`config.mk`:
```
export PLATFORM = sky130hd
export DESIGN_NAME = rf_power_ctrl
export DESIGN_NICKNAME = d
export VERILOG_FILES = /design/src/rtl/rf_power_pkg.sv /design/src/rtl/rf_mode_decode.sv /design/src/rtl/rf_ref_osc.sv /design/src/rtl/rf_power_ctrl.sv
export SDC_FILE = /design/constraint.sdc
export NUM_CORES = 1
export LEC_CHECK = 0
export CORE_AREA = 2 2 39 41
export CTS_CLUSTER_SIZE = 14
export DETAILED_ROUTE_END_ITERATION = 16
export DIE_AREA = 0 0 41 43
export PLACE_DENSITY = 0.55
export SETUP_SLACK_MARGIN = 0.05
export SKIP_LAST_GASP = 1
export SLEW_MARGIN = 20
export SYNTH_ARGS = -nofsm -noshare
export SYNTH_HDL_FRONTEND = slang
export SYNTH_SLANG_ARGS = --single-unit
```
`constraint.sdc`:
```
create_clock -name clk_i -period 1.05 [get_ports clk_i]
set_clock_uncertainty 0.2 [all_clocks]
set_input_delay 0.105 -clock clk_i [delete_from_list [all_inputs] [get_ports clk_i]]
set_output_delay 0.105 -clock clk_i [all_outputs]
set_load 0.01 [all_outputs]
```
`src/rtl/rf_power_pkg.sv`:
```
package rf_power_pkg;

    typedef enum logic [1:0] {
        MODE_IDLE = 2'b00,
        MODE_TX   = 2'b01,
        MODE_RX   = 2'b10,
        MODE_RSVD = 2'b11
    } frame_mode_e;

    typedef struct packed {
        logic tx_pd;
        logic rx_pd;
        logic pll_pd;
        logic chip_en;
        logic ant_a;
        logic pa_en;
    } radio_lines_t;

    localparam radio_lines_t LINES_RESET = '{
        tx_pd: 1'b1, rx_pd: 1'b1, pll_pd: 1'b0,
        chip_en: 1'b0, ant_a: 1'b0, pa_en: 1'b0
    };

endpackage

```
`src/rtl/rf_mode_decode.sv`:
```
module rf_mode_decode
    import rf_power_pkg::*;
(
    input  logic [1:0]  frame_i,
    output frame_mode_e mode_o
);
    always_comb begin
        unique case (frame_i)
            2'b01:   mode_o = MODE_TX;
            2'b10:   mode_o = MODE_RX;
            default: mode_o = MODE_IDLE;
        endcase
    end
endmodule

```
`src/rtl/rf_ref_osc.sv`:
```
module rf_ref_osc #(
    parameter int REF_HALF = 2
) (
    input  logic clk_i,
    input  logic rst_ni,
    input  logic active_d_i,
    input  logic active_q_i,
    output logic osc_o
);
    localparam int CW = (REF_HALF > 1) ? $clog2(REF_HALF) : 1;
    localparam logic [CW-1:0] CNT_LAST = CW'(REF_HALF - 1);

    typedef struct packed {
        logic [CW-1:0] cnt;
        logic          osc;
    } osc_state_t;

    osc_state_t st_d, st_q;

    always_comb begin
        st_d = st_q;
        if (!active_d_i) begin
            st_d.cnt = '0;
            st_d.osc = 1'b0;
        end else if (st_q.cnt == CNT_LAST) begin
            st_d.cnt = '0;
            st_d.osc = ~st_q.osc;
        end else begin
            st_d.cnt = CW'(st_q.cnt + 1'b1);
        end
    end

    always_ff @(posedge clk_i or negedge rst_ni) begin
        if (!rst_ni) st_q <= '0;
        else         st_q <= st_d;
    end

    assign osc_o = st_q.osc;


    osc_quiet_chk: assert property (@(posedge clk_i) disable iff (!rst_ni)
        !active_q_i |-> !st_q.osc);

    osc_hold_chk: assert property (@(posedge clk_i) disable iff (!rst_ni)
        (active_q_i && st_q.cnt != CNT_LAST && active_d_i) |=> $stable(st_q.osc));
endmodule

```
`src/rtl/rf_power_ctrl.sv`:
```
module rf_power_ctrl
    import rf_power_pkg::*;
#(
    parameter int REF_HALF = 2
) (
    input  logic       clk_i,
    input  logic       rst_ni,
    input  logic [1:0] frame_i,
    input  logic       loop_open_rx_i,
    input  logic       hi_pwr_i,
    output logic       tx_pd_o,
    output logic       rx_pd_o,
    output logic       pll_pd_o,
    output logic       chip_en_o,
    output logic       ant_sw_a_o,
    output logic       ant_sw_b_o,
    output logic       pa_en_o,
    output logic       ref_osc_o
);
    frame_mode_e  mode;
    radio_lines_t lines_d, lines_q;

    rf_mode_decode u_decode (
        .frame_i (frame_i),
        .mode_o  (mode)
    );

    always_comb begin
        lines_d = LINES_RESET;
        unique case (mode)
            MODE_TX: begin
                lines_d.tx_pd   = 1'b0;
                lines_d.pll_pd  = 1'b1;
                lines_d.chip_en = 1'b1;
                lines_d.ant_a   = 1'b1;
                lines_d.pa_en   = hi_pwr_i;
            end
            MODE_RX: begin
                lines_d.rx_pd   = 1'b0;
                lines_d.pll_pd  = loop_open_rx_i;
                lines_d.chip_en = 1'b1;
            end
            default: lines_d = LINES_RESET;
        endcase
    end

    always_ff @(posedge clk_i or negedge rst_ni) begin
        if (!rst_ni) lines_q <= LINES_RESET;
        else         lines_q <= lines_d;
    end

    rf_ref_osc #(.REF_HALF(REF_HALF)) u_ref_osc (
        .clk_i      (clk_i),
        .rst_ni     (rst_ni),
        .active_d_i (lines_d.chip_en),
        .active_q_i (lines_q.chip_en),
        .osc_o      (ref_osc_o)
    );

    assign tx_pd_o    = lines_q.tx_pd;
    assign rx_pd_o    = lines_q.rx_pd;
    assign pll_pd_o   = lines_q.pll_pd;
    assign chip_en_o  = lines_q.chip_en;
    assign ant_sw_a_o = lines_q.ant_a;
    assign ant_sw_b_o = ~lines_q.ant_a;
    assign pa_en_o    = lines_q.pa_en;


    no_dual_power_chk: assert property (@(posedge clk_i) disable iff (!rst_ni)
        tx_pd_o || rx_pd_o);

    ant_complement_chk: assert property (@(posedge clk_i) disable iff (!rst_ni)
        ant_sw_a_o != ant_sw_b_o);

    pa_needs_tx_chk: assert property (@(posedge clk_i) disable iff (!rst_ni)
        pa_en_o |-> (!tx_pd_o && ant_sw_a_o));

    tx_next_edge_chk: assert property (@(posedge clk_i) disable iff (!rst_ni)
        (frame_i == 2'b01) |=> !tx_pd_o);

    loop_open_tx_chk: assert property (@(posedge clk_i) disable iff (!rst_ni)
        (frame_i == 2'b01) |=> pll_pd_o);

    idle_off_chk: assert property (@(posedge clk_i) disable iff (!rst_ni)
        (frame_i == 2'b00 || frame_i == 2'b11) |=> (!chip_en_o && tx_pd_o && rx_pd_o));
endmodule

```
==> flow_summary.json, run 1 <==
{
  "die_width_um": 41,
  "antenna_found_initial": 0,
  "comb_power_share_pct": 20.9,
  "syn_avg_cell_area_um2": 12.8,
  "rsz0062_at_grt": "true",
  "grt_first_pass_wirelength_um": 876,
  "drtIter0Drc": 0,
  "gr-usage-met3_pct": 3.14,
  "p_leak_nw": 0.265,
  "dp.cells": 57,
  "slowest_delay_ns": 0.52,
  "fmax_mhz": 863,
  "ant_nets": 0,
  "switching_power_uw": 160,
  "post_drt_via_cell_ratio": 3.70,
  "cp.required_ns": 0.74,
  "cts_tree": "done",
  "start_kind": "flip-flop",
  "core_area_um2": 1380,
  "final_nets": 55,
  "place_congestion": 0.662,
  "syn_nets": 32,
  "ios": 14,
  "cp_top_family": "flip-flops",
  "antenna_cells": 0,
  "switching_share_pct": 22.2,
  "hp-class": "in2async",
  "initial_utilization_pct": 21.2,
  "synth_top_cell_by_area": "dfrtp_1",
  "path_max_fanout": 1,
  "p_clk_share_pct": 29.9,
  "yosysWarnings": 0,
  "violations": "negative hold slack, negative setup slack",
  "synth.top_cells.by_area": "dfrtp_1 (51%), dfstp_2 (18%), ha_1 (13%)",
  "die_h_um": 43,
  "rows": 14,
  "period_share_pct": 110,
  "critPathArrivalTime_ns": 0.85,
  "dr.pass1.iters": 1,
  "finalMaxSlewViolations": 0,
  "grt_util_met1_pct": 8.42,
  "postCtsSetupRepairBufs": 0,
  "yosysUniqueCellTypes": 8,
  "p_int_uw": 561,
  "tightest_slew_ns": 0.340,
  "clockBufferDepth": 2,
  "final_area_um2": 507,
  "synth-seq-cells": 8,
  "htree_levels": 1,
  "die_area_um2": 1760,
  "numCtsBuffers": 3,
  "place_area_um2": 482,
  "final_util_pct": 36.6,
  "cts.sinks": 8,
  "vias": 222,
  "grt_usage_pct": 7.84,
  "worstSetupPathType": "reg2out",
  "p_per_area_nw_per_um2": 1420,
  "synth_top_area_share_pct": 51.1,
  "holdWs_ns": -0.0677,
  "power_frac_seq_pct": 49.2,
  "critical_path_buf_inv_count": 1,
  "layout.cells.non_filler": 60,
  "crit_slowest_cell": "dfstp_2",
  "path_cells": "buf_6",
  "grt_pass1_vias": 244,
  "overflow": 0,
  "yosysSeqAreaShare_pct": 68.9,
  "path_clk_slew_ns": 0.05,
  "portBuffers": 13,
  "grt.busiest_layer": "met2",
  "slew_headroom_pct": 77.2,
  "outcome": "finished with violations",
  "hold_viol": 6,
  "wl_per_cell_um": 8.03,
  "grt_max_degree": 9,
  "end_kind": "output port",
  "min_period_ns": 1.16,
  "area_growth_pct": 72.3,
  "drive_gt1_share_pct": 45.5,
  "drv_cap": 0,
  "clkLatencyLatePin_ns": 0.24,
  "totalWireLength_um": 482,
  "fill_cells": 143,
  "setup_ws_ns": -0.109,
  "cts-root-buf": "clkbuf_4",
  "syn-instance-count": 23,
  "vdd_drop_max_mv": 0.393,
  "use_met2_pct": 10.6,
  "pre_cts_ws_ns": -0.355,
  "final.setup.tns_ns": -0.257,
  "setup_viol": 4,
  "synth_area_um2": 294,
  "drcViolationCount": 0
}
-- cell usage in the layout, fill, tap and decap left out --
| master | count |
|---|---|
| a21oi_1 | 1 |
| and2_1 | 1 |
| buf_2 | 4 |
| buf_4 | 5 |
| buf_6 | 4 |
| clkbuf_4 | 3 |
| clkdlybuf4s50_1 | 3 |
| dfrtp_1 | 6 |
| dfstp_2 | 2 |
| dlygate4sd2_1 | 2 |
| ha_1 | 2 |
| ha_4 | 1 |
| inv_1 | 6 |
| nor2_1 | 3 |
| xnor2_2 | 1 |
-- area by class of cell --
| cell class | instances | area [um2] | area share [%] |
|---|---|---|---|
| clock buffers | 3 | 22.5 | 4.44 |
| repair buffers | 18 | 150 | 29.6 |
| multi-input cells | 9 | 88.8 | 17.5 |
| inverters | 6 | 22.5 | 4.44 |
| flip-flops and latches | 8 | 203 | 40.0 |
| well taps | 16 | 20.0 | 3.95 |
-- cell usage after synthesis (all sizes together) --
library cell  n
xnor2         1
dfrtp         6
nor2          3
ha            3
dfstp         2
and2          1
inv           6
a21oi         1
-- power groups by stage --
stage               combinational [mW]  clock [mW]  sequential (mW)
finish                           0.151       0.216            0.354
global route                     0.168       0.253            0.357
CTS                              0.147       0.228            0.353
detailed placement               0.150           0            0.356
global placement                 0.148           0            0.355
floorplan                       0.0343           0            0.369
-- flip-flops by register name, summed over array words and instances (netlist names) --
name and flops:
pll_pd_o 1, u_ref_osc.st_q 1, tx_pd_o 1, u_ref_osc.osc_o 1
ant_sw_a_o 1, chip_en_o 1, pa_en_o 1, rx_pd_o 1
-- kinds of logic (layout without fill, tap and decap cells) --
kind of cell	count (synthesis)	count (layout)	share of synthesized area, %
AOI/OAI and AO/OA	1	1	1.70
xor gates and xnor gates	1	1	2.98
adders and majority gates	3	3	12.8
buffers and inverters	6	27	7.66
DFF	8	8	68.9
and+or+nand+nor	4	4	5.96
-- through the flow --
step | total power [mW] | hold WS (ns)
global placement | 0.503 | 0.186
floorplan | 0.403 | -0.391
finish | 0.721 | -0.0677
CTS | 0.729 | -0.0627
detailed placement | 0.506 | 0.197
global route | 0.778 | -0.0495
-- path summary, 6_finish.rpt --
| kind | startpoint | endpoint | slack [ns] | cells after the start |
|---|---|---|---|---|
| worst min-delay path | rst_ni | pll_pd_o | -0.07 | 1 |
| max in group asynchronous | rst_ni | tx_pd_o | 0.42 | 1 |
| worst max-delay path | rx_pd_o | rx_pd_o | -0.11 | 1 |
| min in group clk_i | frame_i[1] | chip_en_o | 0.16 | 3 |
| worst min register to register | u_ref_osc.st_q[1] | u_ref_osc.st_q[1] | 0.28 | 1 |
| worst max register to register | u_ref_osc.osc_o | u_ref_osc.osc_o | 0.08 | 3 |
-- metal layers --
layer | vias to the layer above | share of wire (%)
met5 | - | 0
met4 | 0 | 0
met3 | 0 | 13
met2 | 12 | 47
met1 | 100 | 39
li1 | 110 | -
-- what timing repair did --
action / 4_1_cts / 5_1_grt
gates resized for setup: 38 / 2
cloned: 0 / 0
hold endpoints to repair: 6 / 6
pin swaps: 1 / 0
endpoints found under the setup margin: 16 / 9
Note: power is estimated with default switching activity, not from simulation.
==> run 2: changes to the inputs <==
--- a/config.mk
+++ b/config.mk
@@ -9,6 +9,7 @@
 export CTS_CLUSTER_SIZE = 14
 export DETAILED_ROUTE_END_ITERATION = 16
 export DIE_AREA = 0 0 41 43
+export HOLD_SLACK_MARGIN = 0.06
 export PLACE_DENSITY = 0.55
 export SETUP_SLACK_MARGIN = 0.05
 export SKIP_LAST_GASP = 1
==> results of run 2 <==
The final DEF is identical to that of run 1; final timing and power are the same.
